[src/rtl/rspc_pkg.sv]
package rspc_pkg;

  // Low byte of the field polynomial x^8+x^4+x^3+x^2+1
  localparam logic [7:0] GF_POLY_LO = 8'h1D;

  typedef enum logic [2:0] {
    ST_IDLE,
    ST_READ,
    ST_WAIT,
    ST_WR0,
    ST_WR1,
    ST_DONE
  } pg_state_e;

  function automatic logic [7:0] gf_mulx(input logic [7:0] a);
    return {a[6:0], 1'b0} ^ (a[7] ? GF_POLY_LO : 8'h00);
  endfunction

  function automatic logic [7:0] gf_mul(input logic [7:0] a, input logic [7:0] b);
    logic [7:0] acc;
    logic [7:0] sh;
    acc = 8'h00;
    sh  = a;
    for (int i = 0; i < 8; i++) begin
      if (b[i]) acc = acc ^ sh;
      sh = gf_mulx(sh);
    end
    return acc;
  endfunction

  // Multiplicative inverse by exhaustive search; elaboration-time only
  function automatic logic [7:0] gf_inv(input logic [7:0] a);
    logic [7:0] r;
    r = 8'h00;
    for (int i = 1; i < 256; i++) begin
      if (gf_mul(a, 8'(i)) == 8'h01) r = 8'(i);
    end
    return r;
  endfunction

endpackage

[src/rtl/rspc_agen.sv]
module rspc_agen
#(
  parameter int NCOL = 43,
  parameter int NROW = 24,
  parameter int OW   = 12,
  parameter int VW   = 7
)(
  input  logic          clk,
  input  logic          rst,
  input  logic          init,
  input  logic          adv,
  input  logic          nxt,
  output logic          pass_q,
  output logic [VW-1:0] vec,
  output logic [OW-1:0] off,
  output logic          elem_last,
  output logic          vec_last
);

  localparam int P_NVEC = 2 * NCOL;
  localparam int Q_NVEC = 2 * (NROW + 2);
  localparam int P_MULT = 2;
  localparam int Q_MULT = 2 * NCOL;
  localparam int P_STEP = 2 * NCOL;
  localparam int Q_STEP = 2 * NCOL + 2;
  localparam int Q_SPAN = 2 * NCOL * (NROW + 2);
  localparam int MAXLEN = (NCOL > NROW) ? NCOL : NROW;
  localparam int EW     = $clog2(MAXLEN);
  localparam int SW     = OW + 1;

  logic [EW-1:0] elem;
  logic [EW-1:0] len_m1;
  logic [VW-1:0] nvec_m1;
  logic [SW-1:0] sum;
  logic [OW-1:0] off_step;

  function automatic logic [OW-1:0] first_off(input logic q, input logic [VW-1:0] k);
    int m;
    m = q ? Q_MULT : P_MULT;
    return OW'(int'(k[VW-1:1]) * m + int'(k[0]));
  endfunction

  assign len_m1    = EW'(pass_q ? NCOL - 1 : NROW - 1);
  assign nvec_m1   = VW'(pass_q ? Q_NVEC - 1 : P_NVEC - 1);
  assign elem_last = (elem == len_m1);
  assign vec_last  = (vec == nvec_m1);

  // Next element offset, wrapping inside the diagonal span
  always_comb begin
    sum = {1'b0, off} + SW'(pass_q ? Q_STEP : P_STEP);
    if (pass_q && (sum >= SW'(Q_SPAN))) sum = sum - SW'(Q_SPAN);
    off_step = sum[OW-1:0];
  end

  always_ff @(posedge clk) begin
    if (rst || init) begin
      pass_q <= 1'b0;
      vec    <= '0;
      elem   <= '0;
      off    <= '0;
    end else if (adv) begin
      elem <= elem + 1'b1;
      off  <= off_step;
    end else if (nxt) begin
      elem <= '0;
      if (vec_last) begin
        pass_q <= 1'b1;
        vec    <= '0;
        off    <= first_off(1'b1, '0);
      end else begin
        vec <= vec + 1'b1;
        off <= first_off(pass_q, vec + 1'b1);
      end
    end
  end


  off_span_chk: assert property (@(posedge clk) disable iff (rst)
    off < OW'(Q_SPAN));


  elem_bound_chk: assert property (@(posedge clk) disable iff (rst)
    elem <= len_m1);

endmodule

[src/rtl/rspc_acc.sv]
module rspc_acc
  import rspc_pkg::*;
(
  input  logic       clk,
  input  logic       rst,
  input  logic       clr,
  input  logic       en,
  input  logic [7:0] din,
  output logic [7:0] par0,
  output logic [7:0] par1
);

  // 1/(alpha+1), folded to a constant multiplier
  localparam logic [7:0] INV_A1 = gf_inv(8'h03);

  logic [7:0] acc_h;
  logic [7:0] acc_s;
  logic [7:0] num;

  always_ff @(posedge clk) begin
    if (rst || clr) begin
      acc_h <= 8'h00;
      acc_s <= 8'h00;
    end else if (en) begin
      acc_h <= gf_mulx(acc_h ^ din);
      acc_s <= acc_s ^ din;
    end
  end

  assign num  = gf_mulx(acc_h) ^ acc_s;
  assign par0 = gf_mul(num, INV_A1);
  assign par1 = par0 ^ acc_s;


  clr_en_excl_chk: assert property (@(posedge clk) disable iff (rst)
    !(clr && en));

endmodule

[src/rtl/rspc_pgen.sv]
module rspc_pgen
  import rspc_pkg::*;
#(
  parameter int BASE       = 12,
  parameter int NCOL       = 43,
  parameter int NROW       = 24,
  parameter int ZERO_BYTES = 4,
  parameter int AW         = 12
)(
  input  logic          clk,
  input  logic          rst,
  input  logic          start,
  input  logic          zero_addr,
  output logic          done,
  output logic          rd_en,
  output logic [AW-1:0] rd_addr,
  input  logic [7:0]    rd_data,
  output logic          wr_en,
  output logic [AW-1:0] wr_addr,
  output logic [7:0]    wr_data
);

  localparam int P_NVEC = 2 * NCOL;
  localparam int Q_NVEC = 2 * (NROW + 2);
  localparam int P_PAR  = 2 * NCOL * NROW;
  localparam int Q_SPAN = 2 * NCOL * (NROW + 2);
  localparam int OW     = $clog2(Q_SPAN);
  localparam int VW     = $clog2((P_NVEC > Q_NVEC) ? P_NVEC : Q_NVEC);

  pg_state_e state, state_d;

  logic          zflag;
  logic          ag_init, ag_adv, ag_nxt, acc_clr, iss, wval, wsel;
  logic          pass_q, elem_last, vec_last;
  logic [VW-1:0] vec;
  logic [OW-1:0] off;
  logic          z1, l1, v2, z2, l2, fin;
  logic [7:0]    par0, par1, din;

  rspc_agen #(
    .NCOL(NCOL), .NROW(NROW), .OW(OW), .VW(VW)
  ) u_agen (
    .clk      (clk),
    .rst      (rst),
    .init     (ag_init),
    .adv      (ag_adv),
    .nxt      (ag_nxt),
    .pass_q   (pass_q),
    .vec      (vec),
    .off      (off),
    .elem_last(elem_last),
    .vec_last (vec_last)
  );

  assign din = z2 ? 8'h00 : rd_data;

  rspc_acc u_acc (
    .clk (clk),
    .rst (rst),
    .clr (acc_clr),
    .en  (v2),
    .din (din),
    .par0(par0),
    .par1(par1)
  );

  always_comb begin
    state_d = state;
    ag_init = 1'b0;
    ag_adv  = 1'b0;
    ag_nxt  = 1'b0;
    acc_clr = 1'b0;
    iss     = 1'b0;
    wval    = 1'b0;
    wsel    = 1'b0;
    case (state)
      ST_IDLE: begin
        if (start) begin
          ag_init = 1'b1;
          acc_clr = 1'b1;
          state_d = ST_READ;
        end
      end
      ST_READ: begin
        iss = 1'b1;
        if (elem_last) state_d = ST_WAIT;
        else           ag_adv  = 1'b1;
      end
      ST_WAIT: begin
        if (fin) state_d = ST_WR0;
      end
      ST_WR0: begin
        wval    = 1'b1;
        state_d = ST_WR1;
      end
      ST_WR1: begin
        wval    = 1'b1;
        wsel    = 1'b1;
        acc_clr = 1'b1;
        if (vec_last && pass_q) begin
          state_d = ST_DONE;
        end else begin
          ag_nxt  = 1'b1;
          state_d = ST_READ;
        end
      end
      ST_DONE: state_d = ST_IDLE;
      default: state_d = ST_IDLE;
    endcase
  end

  always_ff @(posedge clk) begin
    if (rst) begin
      state   <= ST_IDLE;
      zflag   <= 1'b0;
      rd_en   <= 1'b0;
      rd_addr <= '0;
      z1      <= 1'b0;
      l1      <= 1'b0;
      v2      <= 1'b0;
      z2      <= 1'b0;
      l2      <= 1'b0;
      fin     <= 1'b0;
      wr_en   <= 1'b0;
      wr_addr <= '0;
      wr_data <= 8'h00;
      done    <= 1'b0;
    end else begin
      state <= state_d;
      if (state == ST_IDLE && start) zflag <= zero_addr;
      // read issue stage
      rd_en   <= iss;
      rd_addr <= AW'(BASE) + AW'(off);
      z1      <= iss && zflag && (off < OW'(ZERO_BYTES));
      l1      <= iss && elem_last;
      // data return stage
      v2      <= rd_en;
      z2      <= z1;
      l2      <= l1;
      fin     <= v2 && l2;
      // parity write
      wr_en   <= wval;
      wr_addr <= AW'(pass_q ? BASE + Q_SPAN : BASE + P_PAR) + AW'(vec)
               + (wsel ? AW'(pass_q ? Q_NVEC : P_NVEC) : AW'(0));
      wr_data <= wsel ? par1 : par0;
      done    <= (state == ST_DONE);
    end
  end


  rd_range_chk: assert property (@(posedge clk) disable iff (rst)
    rd_en |-> (rd_addr >= AW'(BASE)) && (rd_addr < AW'(BASE + Q_SPAN)));


  wr_range_chk: assert property (@(posedge clk) disable iff (rst)
    wr_en |-> (wr_addr >= AW'(BASE + P_PAR)) && (wr_addr < AW'(BASE + Q_SPAN + 2 * Q_NVEC)));


  done_pulse_chk: assert property (@(posedge clk) disable iff (rst)
    done |=> !done);


  port_excl_chk: assert property (@(posedge clk) disable iff (rst)
    !(rd_en && wr_en));


  wr_pair_open_chk: assert property (@(posedge clk) disable iff (rst)
    $rose(wr_en) |=> wr_en);


  wr_pair_close_chk: assert property (@(posedge clk) disable iff (rst)
    (wr_en && $past(wr_en)) |=> !wr_en);


  q_after_p_chk: assert property (@(posedge clk) disable iff (rst)
    (rd_en && rd_addr >= AW'(BASE + P_PAR)) |-> pass_q);

endmodule

[config.mk]
export PLATFORM = sky130hd
export DESIGN_NAME = rspc_pgen
export DESIGN_NICKNAME = d
export VERILOG_FILES = /design/src/rtl/rspc_pkg.sv /design/src/rtl/rspc_agen.sv /design/src/rtl/rspc_acc.sv /design/src/rtl/rspc_pgen.sv
export SDC_FILE = /design/constraint.sdc
export NUM_CORES = 1
export LEC_CHECK = 0
export BUFFER_PORTS_ARGS = -buffer_cell sky130_fd_sc_hd__buf_2
export CAP_MARGIN = 10
export CORE_ASPECT_RATIO = 0.8
export CORE_UTILIZATION = 46
export DETAILED_ROUTE_END_ITERATION = 6
export GPL_TIMING_DRIVEN = 0
export SYNTH_ARGS = -nofsm -noshare
export SYNTH_HDL_FRONTEND = slang
export SYNTH_SLANG_ARGS = --single-unit
[constraint.sdc]
create_clock -name clk -period 12.2 [get_ports clk]
set_clock_uncertainty 0.1 [all_clocks]
set_input_delay 2.44 -clock clk [delete_from_list [all_inputs] [get_ports clk]]
set_output_delay 2.44 -clock clk [all_outputs]
set_load 0.1 [all_outputs]
# Word-level counts from Yosys, hierarchy flattened
# Index checks and enable logic that the tools add are counted.
# W data, S select, Z words.
# op_classes
add_sub_neg,8
multipliers,1
div_mod_pow,0
order_cmp,2
eq_ne,10
shifts,0
n_mux,40
n_bitwise,18
reduce_logical,15
# op_table
operator,n
$xor A8 B8 Y8,17
$mux W12,4
$mux W5,9
$mux W7,5
$mul A7 B32 Y12,1
$add A12 B7 Y12,2
$mux W8,3
$mux W6,3
$pmux W3 S5,1
$add A12 B7 Y13,1
$ge A13 B12 Y1 const B,1
$add A12 B2 Y12,1
$add A4 B12 Y12 const A,1
$lt A12 B3 Y1 const B,1
$mux W3,4
$sub A12 B12 Y12 const B,1
$mux W1,9
$add A7 B1 Y7 const B,1
$eq A7 B7 Y1,1
$logic_and A1 B1 Y1,7
$add A6 B1 Y6 const B,1
$eq A3 B2 Y1 const B,2
$eq A3 B3 Y1 const B,2
$eq A6 B6 Y1,1
other kinds (11),15
# totals
reg_bits,87
latch_bits,0
mem_bits_rw,0
rom_bits,0
input_bits,12
output_inout_bits,35
n_memories,0

# Depth between registers and ports, before layout
# Gate-level depths: netlist of run 1.
# logic_depth
word_depth,20
ltp_mapped,18
mapped_depth_nobuf,18

# Hierarchy
# A second synthesis of run 1 with hierarchy kept.
# unflattened
hier_cells,632
area_unflattened_um2,5472.7
# by_module_without_submodules
module,instances,cells_each,area_per_inst_um2
rspc_agen,1,320,2483.6
rspc_pgen,1,199,1819.2
rspc_acc,1,113,1169.9

# Worst setup path after synthesis of run 1
# OpenSTA, ideal clock, no wires.
# synth_timing
kind,reg-to-reg
startpoint,reg u_agen.vec[0]
endpoint,reg u_agen.off[11]
setup_time_ps,70
arrival_ps,4370
t_required_ps,12030
slack_ps,7660
path_stages_with_launch,18
n_path_buf,0
synth_period_minus_slack_ps,4540
cell_sequence,dfxtp_1 ha_1 and3_1 and4_1 or2_2 ha_1 ha_1 inv_1 fa_1 inv_1 fa_1 ha_1 a21o_1 a211oi_1 o21bai_1 a2111o_1 o21a_1 a21oi_1
# synth_via
elab_chain_len,6
# synth_lines
item,line_no,rtl
"start, declared",rspc_agen.sv:14,"output logic [VW-1:0] vec,"
"start signal, assigned",rspc_agen.sv:71,vec <= vec + 1'b1;
$add A7 B1 Y7,rspc_agen.sv:72,"off <= first_off(pass_q, vec + 1'b1);"
$mul A7 B32 Y12,rspc_agen.sv:40,return OW'(int'(k[VW-1:1]) * m + int'(k[0]));
$add A12 B2 Y12,rspc_agen.sv:40,
$mux W12,rspc_agen.sv:66,if (vec_last) begin
$mux W12,rspc_agen.sv:64,end else if (nxt) begin
$mux W12,rspc_agen.sv:61,end else if (adv) begin
"end signal, assigned",rspc_agen.sv:63,off <= off_step;
"end signal, assigned",rspc_agen.sv:69,"off <= first_off(1'b1, '0);"
"end signal, assigned",rspc_agen.sv:72,
"end, declared",rspc_agen.sv:15,"output logic [OW-1:0] off,"
# Parallel ways exist; a longest one is shown, timed or not. The select of a mux whose other input is x is not followed.
# A chain may end at the register's enable or synchronous reset.

# Final worst setup path of run 1
# layout_timing
startpoint,reg u_agen.pass_q
endpoint,reg u_agen.off[11]
# layout_via
elab_chain_len,6
# layout_lines
item,line_no,rtl
"start, declared",rspc_agen.sv:13,"output logic pass_q,"
"start signal, assigned",rspc_agen.sv:57,pass_q <= 1'b0;
"start signal, assigned",rspc_agen.sv:67,pass_q <= 1'b1;
"$mux W7, or another cell as far along",rspc_agen.sv:39,m = q ? Q_MULT : P_MULT;
"$mul A7 B32 Y12, or another cell as far along",rspc_agen.sv:40,
"$add A12 B2 Y12, or another cell as far along",rspc_agen.sv:40,
"$mux W12, or another cell as far along",rspc_agen.sv:66,
"$mux W12, or another cell as far along",rspc_agen.sv:64,
$mux W12 or $reduce_bool A2 Y1 (tied branches),-,
# Parallel ways exist; a longest one is shown, timed or not. The select of a mux whose other input is x is not followed.

==> results of run 1 <==
## critical path, stage by stage, from the launching register on
cell	delay (ns)
dfxtp_1	0.62
buf_2	0.37
clkbuf_1	0.46
and2_1	0.27
ha_1	0.25
ha_1	0.27
inv_1	0.05
fa_1	0.49
inv_1	0.05
fa_1	0.47
ha_1	0.35
a21o_1	0.21
a211oi_1	0.31
o21bai_1	0.18
a2111o_1	0.42
o21a_1	0.13
a21oi_1	0.11
## placed cells by master (no fill, tap or decap), drive strengths merged, types with 23 or more instances in the layout
cell	synthesis	layout
buf	18	62
o21ai	23	23
dfxtp	85	85
xor2	24	24
nand2	47	47
xnor2	57	57
nor2	71	71
a21oi	24	24
inv	29	30
ha	47	47
## final cells by class
type / count / area [um2] / share of cell area [%]
plain buffers: 27 / 141 / 2.30
inverters: 32 / 120 / 1.95
clock inverters: 6 / 87.6 / 1.43
multi-input cells: 477 / 3460 / 56.4
clock buffers: 9 / 225 / 3.66
well taps: 148 / 185 / 3.01
repair buffers: 44 / 220 / 3.58
flip-flops and latches: 85 / 1700 / 27.7
## state kept, by name (all words and copies together) (netlist names), 3 cells and up
| name | cells |
|---|---|
| rd_addr | 12 |
| state | 3 |
| u_acc.acc_h | 8 |
| u_acc.acc_s | 8 |
| u_agen.elem | 6 |
| u_agen.off | 12 |
| u_agen.vec | 7 |
| wr_addr | 10 |
| wr_data | 8 |
## cells by family after synthesis
logic type	share of synthesized area [%]
flip-flops	31.4
AO/OA/AOI/OAI	16.5
buffers and inverters	4.82
XOR/XNOR	13.4
AND/OR/NAND/NOR	19.4
adder cells (fa/ha/maj)	13.8
other	0.0691
multiplexers	0.738
## cell usage after synthesis, drive strengths merged (3+ instances only)
master,n
nand3,14
nand2b,5
nor4b,4
inv,29
o21a,5
o21ai,23
o32ai,4
clkinv,3
nor4,3
or2,7
a22oi,6
and2,10
nand2,47
nand4,7
a22o,3
a21o,8
xor2,24
a31oi,6
a211oi,10
ha,47
xnor2,57
o2111ai,3
a21oi,24
or3,4
nor2b,18
and3,5
clkbuf,9
buf,18
nor2,71
a32o,3
nor3,10
fa,8
dfxtp,85
mux2i,4
o211ai,6
o311ai,5
o31ai,3
## per-stage QoR
| step | utilization, % | setup WS [ns] | instance area, um2 |
|---|---|---|---|
| detailed placement | 50.6 | 7.01 | 5830 |
| global placement | 50.6 | 7.04 | 5830 |
| floorplan | - | 7.66 | 5430 |
| CTS | 53.4 | 7.00 | 6150 |
| global route | 53.4 | 6.76 | 6150 |
| finish | 53.4 | 7.01 | 6150 |
## metal layers
layer  vias to the layer above  wire, um  track usage [%]
li1                       2273         -                -
met5                         -         0                0
met2                        89      5920             35.8
met1                      2108      6520             30.5
met4                         0        83             4.54
met3                         8       405             3.61
## how the worst max path moves through the flow
| stage | from | end | slack, ns | depth (start not counted) |
|---|---|---|---|---|
| global route | u_agen.pass_q | u_agen.off[11] | 6.76 | 16 |
| CTS | u_agen.pass_q | u_agen.off[11] | 7.00 | 16 |
| finish | u_agen.pass_q | u_agen.off[11] | 7.01 | 16 |
| global placement | u_agen.pass_q | u_agen.off[11] | 7.04 | 16 |
| floorplan | u_agen.vec[0] | u_agen.off[11] | 7.66 | 17 |
| detailed placement | u_agen.pass_q | u_agen.off[11] | 7.01 | 16 |
## power by group through the flow
stage / Clock [mW] / Combinational, mW / Sequential, mW
floorplan: 0 / 0.0568 / 0.340
global placement: 0 / 0.120 / 0.298
detailed placement: 0 / 0.121 / 0.298
CTS: 0.295 / 0.121 / 0.292
global route: 0.307 / 0.129 / 0.293
finish: 0.291 / 0.121 / 0.292
==> impl_metrics.tcl, run 1 <==
set metrics [dict create \
    fmaxAchievable_ghz 0.193 \
    timing.final.hold_violations 0 \
    wire_per_inst_um 15.6 \
    p_leak_nw 2.66 \
    grt_antenna_before_repair 0 \
    reg2reg_slack_ns 7.01 \
    timing_max_transition_violations_final 0 \
    timing.setup.critical_path_class "register to register" \
    max_cap_violations 0 \
    synth.cell_area_um2 5420 \
    min_delay_worst_endpoint "z2" \
    cell_at_the_root_of_the_clock_tree "clkbuf_16" \
    total_switching_power_uw 206 \
    timing.critical_path.from_type "register" \
    drive_gt1_share_pct 13.5 \
    grt_setup_unrepaired "false" \
    final-setup-viol-count 0 \
    n_fill_cell 1086 \
    ant_nets_after_route 0 \
    post_cts_resized 0 \
    start_util_pct 47.1 \
    edff_count_synth 0 \
    grt_start_max_net_pins 15 \
    comb_power_share_pct 17.2 \
    min-delay-start "z1" \
    detail_route.vias_per_cell 5.41 \
    grt_first_pass_wirelength_um 20700 \
    buffer_levels_on_the_longest_clock_path 2 \
    rr_startpoint "u_agen.pass_q" \
    ys_warn_count 0 \
    worst-endpoint-arrival_ns 5.37 \
    synth-async-reset-ratio_pct 0 \
    clkSinkCount 85 \
    vias_in_the_first_global_route 4142 \
    postCtsHoldBufs 0 \
    dpl.hpwl_um 10000 \
    floorplan.die.height_um 99.1 \
    initialDrtViolationCount 250 \
    detail_route.drc_violations 0 \
    run_status "finished, final reports clean" \
    final_worst_path_period_share_pct 42.6 \
    fp.dieW_um 123 \
    worst_case_headroom_to_the_max_slew_limit_pct 45.1 \
    row_count 35 \
    worstSkewPairLatency_ns 0.34 \
    clk_pin_slew_worst_paths_ns 0.07 \
    synth.area.top_cells "dfxtp_1 (31%), ha_1 (11%), xnor2_1 (8.9%)" \
    power.share.clock_pct 41.4 \
    tritoncts "done" \
    hold_path_depth 1 \
    pwr_density_cell_nw_per_um2 114 \
    ir_worst_vdd_uv 62.3 \
    top_level_ports 47 \
    synthesis.instances 620 \
    whs_ns 0.360 \
    worst-slew-pin-transition_ns 0.812 \
    netSwitchingFraction_pct 29.2 \
    synth_top_cell_area_share_pct 31.4 \
    port_buffers 44 \
    crit_reg_reg_endpoint "u_agen.off[11]" \
    grt_remaining_overflow 0 \
    crit_path_end_kind "register" \
    final_cells 828 \
    synthDominantAreaCellType "dfxtp_1" \
    totalWireLength_um 12900 \
    finalWeightedCongestion 0.875 \
    fp.coreArea_um2 11500 \
    timing.critical_path.fanout_max 10 \
    depth_of_the_cts_h_tree 3 \
    num_vias 4478 \
    postCtsSetupRepairBufs 0 \
    yosysSeqAreaShare_pct 31.4 \
    critPathRequiredTime_ns 12.38 \
    post_synth_num_cell_types 73 \
    ys_seq_elements 85 \
    place_inst 813 \
    design.die.area_um2 12200 \
    global_router_s_overall_resource_usage_pct 22.0 \
    total_power_uw 704 \
    hold_class "register to register" \
    power.internal_uw 498 \
    num_antenna_cells 0 \
    seq_power_share_pct 41.4 \
    tns_ns 0 \
    dominantRegCellSynth "dfxtp_1" \
    area_growth_syn_to_layout_pct 13.3 \
    finalNetCount 743 \
    detail_route.first_pass.iterations 4 \
    cts-buffers-inserted 9 \
    synthesis.area_per_instance_um2 8.75 \
    timing.reg2reg.worst_path_depth 16 \
    final_period_minus_worst_setup_slack_ns 5.19 \
]
(Power assumes the default switching activity.)
==> run 2, diff against run 1 <==
Settings changed: PLACE_DENSITY set to 0.67.
Clock period 12.2 ns to 4.2 ns, I/O delays scaled along.
==> run 2 against run 1 <==
The flow now finishes with violations (setup timing). Combinational power grew to 2.9 times the previous value. Die area did not move. Global-route usage up 0.70 points. Count of clock-buffer cells in the layout is 1 higher. Total power rose to 2.9 times the previous value. Flip-flop and latch count stayed put.
==> impl_metrics.tcl, run 2 (same netlist as run 1, synthesis figures left out) <==
set metrics [dict create \
    run_status "complete, but fails checks" \
    violations "setup timing" \
    port_buffers 44 \
    max_cap_violations 0 \
    final_cells 844 \
    finalWeightedCongestion 0.897 \
    whs_ns 0.352 \
    timing.setup.critical_path_class "register to register" \
    min-delay-start "l1" \
    fmaxAchievable_ghz 0.233 \
    n_fill_cell 1071 \
    rr_startpoint "u_agen.vec[1]" \
    depth_of_the_cts_h_tree 3 \
    buffer_levels_on_the_longest_clock_path 2 \
    reg_top3 "rd_addr: 12 flops, u_agen.off: 12 flops, wr_addr: 10 flops" \
    ant_nets_after_route 0 \
    dpl-instance-area_um2 5890 \
    finish.utilization_pct 55.6 \
    detail_route.drc_violations 0 \
    fp.dieW_um 123 \
    area_growth_syn_to_layout_pct 18.0 \
    global_router_s_overall_resource_usage_pct 22.7 \
    detail_route.first_pass.iterations 5 \
    num_vias 4608 \
    critPathRequiredTime_ns 4.38 \
    min_delay_worst_endpoint "l2" \
    timing_max_transition_violations_final 0 \
    grt_antenna_before_repair 0 \
    p_leak_nw 2.74 \
    fp.coreArea_um2 11500 \
    dpl.hpwl_um 9850 \
    floorplan.die.height_um 99.1 \
    finalInstanceArea_um2 6400 \
    totalWireLength_um 12900 \
    final_worst_path_period_share_pct 102 \
    cell_at_the_root_of_the_clock_tree "clkbuf_16" \
    final_critical_path_setup_slack_ns -0.100 \
    ir_worst_vdd_uv 274 \
    wire_per_inst_um 15.3 \
    clk_pin_slew_worst_paths_ns 0.07 \
    crit_path_end_kind "register" \
    finalNetCount 758 \
    start_util_pct 47.1 \
    num_antenna_cells 0 \
    top_level_ports 47 \
    pwr_density_cell_nw_per_um2 314 \
    tritoncts "done" \
    grt_first_pass_wirelength_um 21600 \
    grt_remaining_overflow 0 \
    cts-buffers-inserted 9 \
    drive_gt1_share_pct 19.0 \
    worstSkewPairLatency_ns 0.34 \
    clkSinkCount 85 \
    reg2reg_slack_ns -0.1 \
    final_common_cell "dfxtp_1" \
    place_inst 813 \
    initialDrtViolationCount 223 \
    timing.final.hold_violations 0 \
    hold_class "register to register" \
    setup_ws_pre_cts_ns -0.579 \
    final-setup-viol-count 2 \
    detail_route.vias_per_cell 5.46 \
    grt_start_max_net_pins 16 \
    final_period_minus_worst_setup_slack_ns 4.30 \
    crit_reg_reg_endpoint "u_agen.off[11]" \
    row_count 35 \
    timing.critical_path.fanout_max 5 \
    worst-slew-pin-transition_ns 0.913 \
    vias_in_the_first_global_route 4299 \
    timing.reg2reg.worst_path_depth 17 \
    most-common-layout-cells "dfxtp_1 (79), nor2_1 (71), xnor2_1 (55)" \
    worst-endpoint-arrival_ns 4.48 \
    grt_setup_unrepaired "true" \
    hold_path_depth 1 \
    worst_case_headroom_to_the_max_slew_limit_pct 38.6 \
    timing.critical_path.from_type "register" \
    design.die.area_um2 12200 \
]
==> run 2: cell types whose count changed in the layout (fill, tap and decap cells not counted), sizes merged <==
| cell | delta |
|---|---|
| clkinv | +1 |
| buf | +15 |
| bufinv | -1 |
| clkbuf | +1 |
==> run 2: metal layers <==
metal	vias up	part of all wire [%]	wire, um	global-route usage [%]
met3	22	5.1	659	5.33
met1	2162	49	6400	32.3
met5	-	0	0	0
met4	0	1.5	194	6.21
li1	2298	-	-	-
met2	126	44	5690	34.1
==> run 2: repair_timing <==
item / CTS / global route
setup buffers: 11 / 4
hold buffers: 0 / 0
gates resized for setup: 20 / 8
pin swaps: 10 / 7
setup endpoints to repair: 5 / 7
gates cloned: 0 / 0
==> run 2: how the worst max path moves through the flow <==
stage,from,endpoint,cells after the start
after CTS,u_agen.vec[1],u_agen.off[11],17
after global routing,u_agen.vec[1],u_agen.off[11],17
after global placement,u_agen.pass_q,u_agen.off[11],16
after detailed placement,u_agen.pass_q,u_agen.off[11],16
after floorplan,u_agen.vec[3],u_agen.off[11],17
final,u_agen.vec[1],u_agen.off[11],17
==> run 2: worst max-delay path: stages, from the launching register on <==
cell	delay, ns
dfxtp_4	0.37
ha_4	0.16
and3_4	0.18
and4_1	0.21
or2_4	0.25
ha_4	0.22
ha_4	0.26
inv_2	0.03
fa_1	0.51
inv_2	0.04
fa_1	0.54
ha_4	0.21
a21o_1	0.18
a211oi_2	0.24
o21bai_2	0.12
a2111o_1	0.37
o21a_1	0.14
a21oi_2	0.11
==> run 2: layout make-up <==
| class | count | area [um2] | share of cell area, % |
|---|---|---|---|
| clock buffers | 10 | 239 | 3.73 |
| repair buffers | 59 | 349 | 5.46 |
| inverters | 32 | 120 | 1.88 |
| multi-input cells | 477 | 3570 | 55.8 |
| plain buffers | 27 | 148 | 2.31 |
| clock inverters | 6 | 70.1 | 1.10 |
| well taps | 148 | 185 | 2.89 |
| flip-flops and latches | 85 | 1720 | 26.9 |
==> run 2: power breakdown <==
group | total (mW) | switching [mW] | internal, mW
sequential | 0.845 | 0.0152 | 0.830
clock | 0.812 | 0.331 | 0.481
combinational | 0.350 | 0.255 | 0.0948
==> run 2: through the flow <==
step / total power, mW / TNS [ns]
floorplan: 1.15 / 0
global placement: 1.21 / -2.13
detailed placement: 1.21 / -2.07
CTS: 2.02 / -0.280
global route: 2.09 / -0.624
finish: 2.01 / -0.126
==> run 3, diff against run 2 <==
Settings changed: CORE_UTILIZATION 46 to 30, PLACE_DENSITY 0.67 to unset.
==> run 3 against run 2 <==
The run ends with DRC, setup timing left. Global-route usage decreased by 8.6 points. Design area increased by 1.6%. Hold slack got worse by 0.014 ns. Flip-flop and latch count unchanged. Sequential power about the same. Combinational power about the same. Non-clock buffer count decreased by 1. Worst setup slack got worse by 0.018 ns. Final cell count increased by 9.0%. Routed wire length increased by 1.3%. Core utilization decreased by 18 points. Largest cell class unchanged. Largest power group unchanged.
==> impl_metrics.tcl, run 3 (same netlist as run 1, synthesis figures left out) <==
set metrics [dict create \
    run_status "complete, but fails checks" \
    violations "DRC, setup timing" \
    critPathRequiredTime_ns 4.37 \
    fmaxAchievable_ghz 0.232 \
    fp.dieW_um 152 \
    worst-slew-pin-transition_ns 0.853 \
    tritoncts "done" \
    clkSinkCount 85 \
    clk_pin_slew_worst_paths_ns 0.07 \
    p_leak_nw 2.74 \
    port_buffers 44 \
    cell_at_the_root_of_the_clock_tree "clkbuf_16" \
    hold_class "register to register" \
    grt_first_pass_wirelength_um 20900 \
    finish.utilization_pct 37.2 \
    num_vias 4547 \
    ant_nets_after_route 0 \
    final_common_cell "dfxtp_1" \
    timing.final.hold_violations 0 \
    final_worst_path_period_share_pct 103 \
    worstSkewPairLatency_ns 0.34 \
    top_level_ports 47 \
    worst-endpoint-arrival_ns 4.48 \
    timing_max_transition_violations_final 0 \
    num_antenna_cells 0 \
    final_period_minus_worst_setup_slack_ns 4.32 \
    grt_start_max_net_pins 17 \
    final_critical_path_setup_slack_ns -0.118 \
    ir_worst_vdd_uv 227 \
    reg_top3 "rd_addr: 12 flops, u_agen.off: 12 flops, wr_addr: 10 flops" \
    floorplan.die.height_um 122 \
    crit_path_end_kind "register" \
    row_count 43 \
    most-common-layout-cells "dfxtp_1 (79), nor2_1 (70), xnor2_1 (54)" \
    totalWireLength_um 13100 \
    grt_setup_unrepaired "true" \
    timing.critical_path.from_type "register" \
    design.die.area_um2 18600 \
    area_growth_syn_to_layout_pct 19.9 \
    timing.setup.critical_path_class "register to register" \
    max_cap_violations 0 \
    cts-buffers-inserted 9 \
    finalNetCount 757 \
    buffer_levels_on_the_longest_clock_path 2 \
    detail_route.vias_per_cell 4.94 \
    final-setup-viol-count 3 \
    wire_per_inst_um 14.2 \
    drive_gt1_share_pct 19.6 \
    global_router_s_overall_resource_usage_pct 14.0 \
    postCtsHoldBufs 0 \
    depth_of_the_cts_h_tree 3 \
    pwr_density_cell_nw_per_um2 310 \
    n_fill_cell 1789 \
    dpl.hpwl_um 9900 \
    detail_route.drc_violations 4 \
    fp.coreArea_um2 17500 \
    vias_in_the_first_global_route 4053 \
    start_util_pct 31.0 \
    whs_ns 0.337 \
    setup_ws_pre_cts_ns -0.530 \
    finalWeightedCongestion 0.923 \
    detail_route.first_pass.iterations 7 \
    worst_case_headroom_to_the_max_slew_limit_pct 42.7 \
    timing.critical_path.fanout_max 7 \
    grt_remaining_overflow 0 \
    grt_antenna_before_repair 0 \
    initialDrtViolationCount 344 \
]
==> run 3: cell count changes in the layout (fill, tap and decap cells not counted), sizes merged <==
cell	previous run	this run
clkinv	7	4
clkinvlp	0	2
inv	30	32
buf	77	76
clkbuf	19	18
==> run 3: what timing repair did <==
action | 4_1_cts | 5_1_grt
gates resized for setup | 19 | 11
pin swaps | 11 | 11
hold endpoints to repair | 0 | 0
cloned | 0 | 0
setup buffers | 11 | 3
endpoints found under the setup margin | 5 | 7
==> run 3: worst max-delay path, stage by stage (launching register included) <==
cell	delay, ns
dfxtp_4	0.38
ha_4	0.16
and3_4	0.19
and4_1	0.21
or2_4	0.24
ha_4	0.22
ha_4	0.26
inv_2	0.03
fa_1	0.51
inv_2	0.04
fa_1	0.54
ha_4	0.21
a21o_1	0.19
a211oi_2	0.25
o21bai_2	0.12
a2111o_1	0.37
o21a_1	0.12
a21oi_1	0.11
==> run 3: power breakdown <==
group	leakage [nW]	total [mW]	switching [mW]	internal, mW
Combinational	1.89	0.352	0.257	0.0949
Clock	0.148	0.821	0.352	0.470
Sequential	0.694	0.844	0.0148	0.830
==> run 3: final cells by class <==
type | instances | area [um2] | share of cell area, %
clock buffer | 9 | 225 | 3.46
clock inverter | 7 | 80.1 | 1.23
buffer | 27 | 145 | 2.23
inverter | 32 | 124 | 1.91
timing repair buffer | 58 | 329 | 5.06
sequential | 85 | 1720 | 26.4
multi-input combinational | 477 | 3600 | 55.3
tap | 225 | 282 | 4.33
==> run 3: worst paths after layout <==
| path | start | end | slack (ns) | depth (start not counted) |
|---|---|---|---|---|
| hold reg to reg | z1 | z2 | 0.34 | 1 |
| hold / removal | z1 | z2 | 0.34 | 1 |
| setup reg to reg | u_agen.vec[0] | u_agen.off[11] | -0.12 | 17 |
| setup / recovery | u_agen.vec[0] | u_agen.off[11] | -0.12 | 17 |
==> run 3: routing by layer <==
| layer | wire, um | global-route usage [%] | vias up |
|---|---|---|---|
| met4 | 168 | 2.74 | 0 |
| met3 | 645 | 3.04 | 16 |
| met2 | 5270 | 19.8 | 109 |
| li1 | - | - | 2300 |
| met1 | 7030 | 21.5 | 2122 |
| met5 | 0 | 0 | - |
==> run 3: stage by stage <==
step / power (mW) / instances / cell area, um2 / setup TNS (ns)
final: 2.02 / 920 / 6500 / -0.159
after global routing: 2.09 / 920 / 6500 / -0.740
after global placement: 1.21 / 890 / 5980 / -2.13
after CTS: 2.04 / 917 / 6430 / -0.243
after floorplan: 1.15 / 621 / 5480 / 0
after detailed placement: 1.22 / 890 / 5980 / -1.92
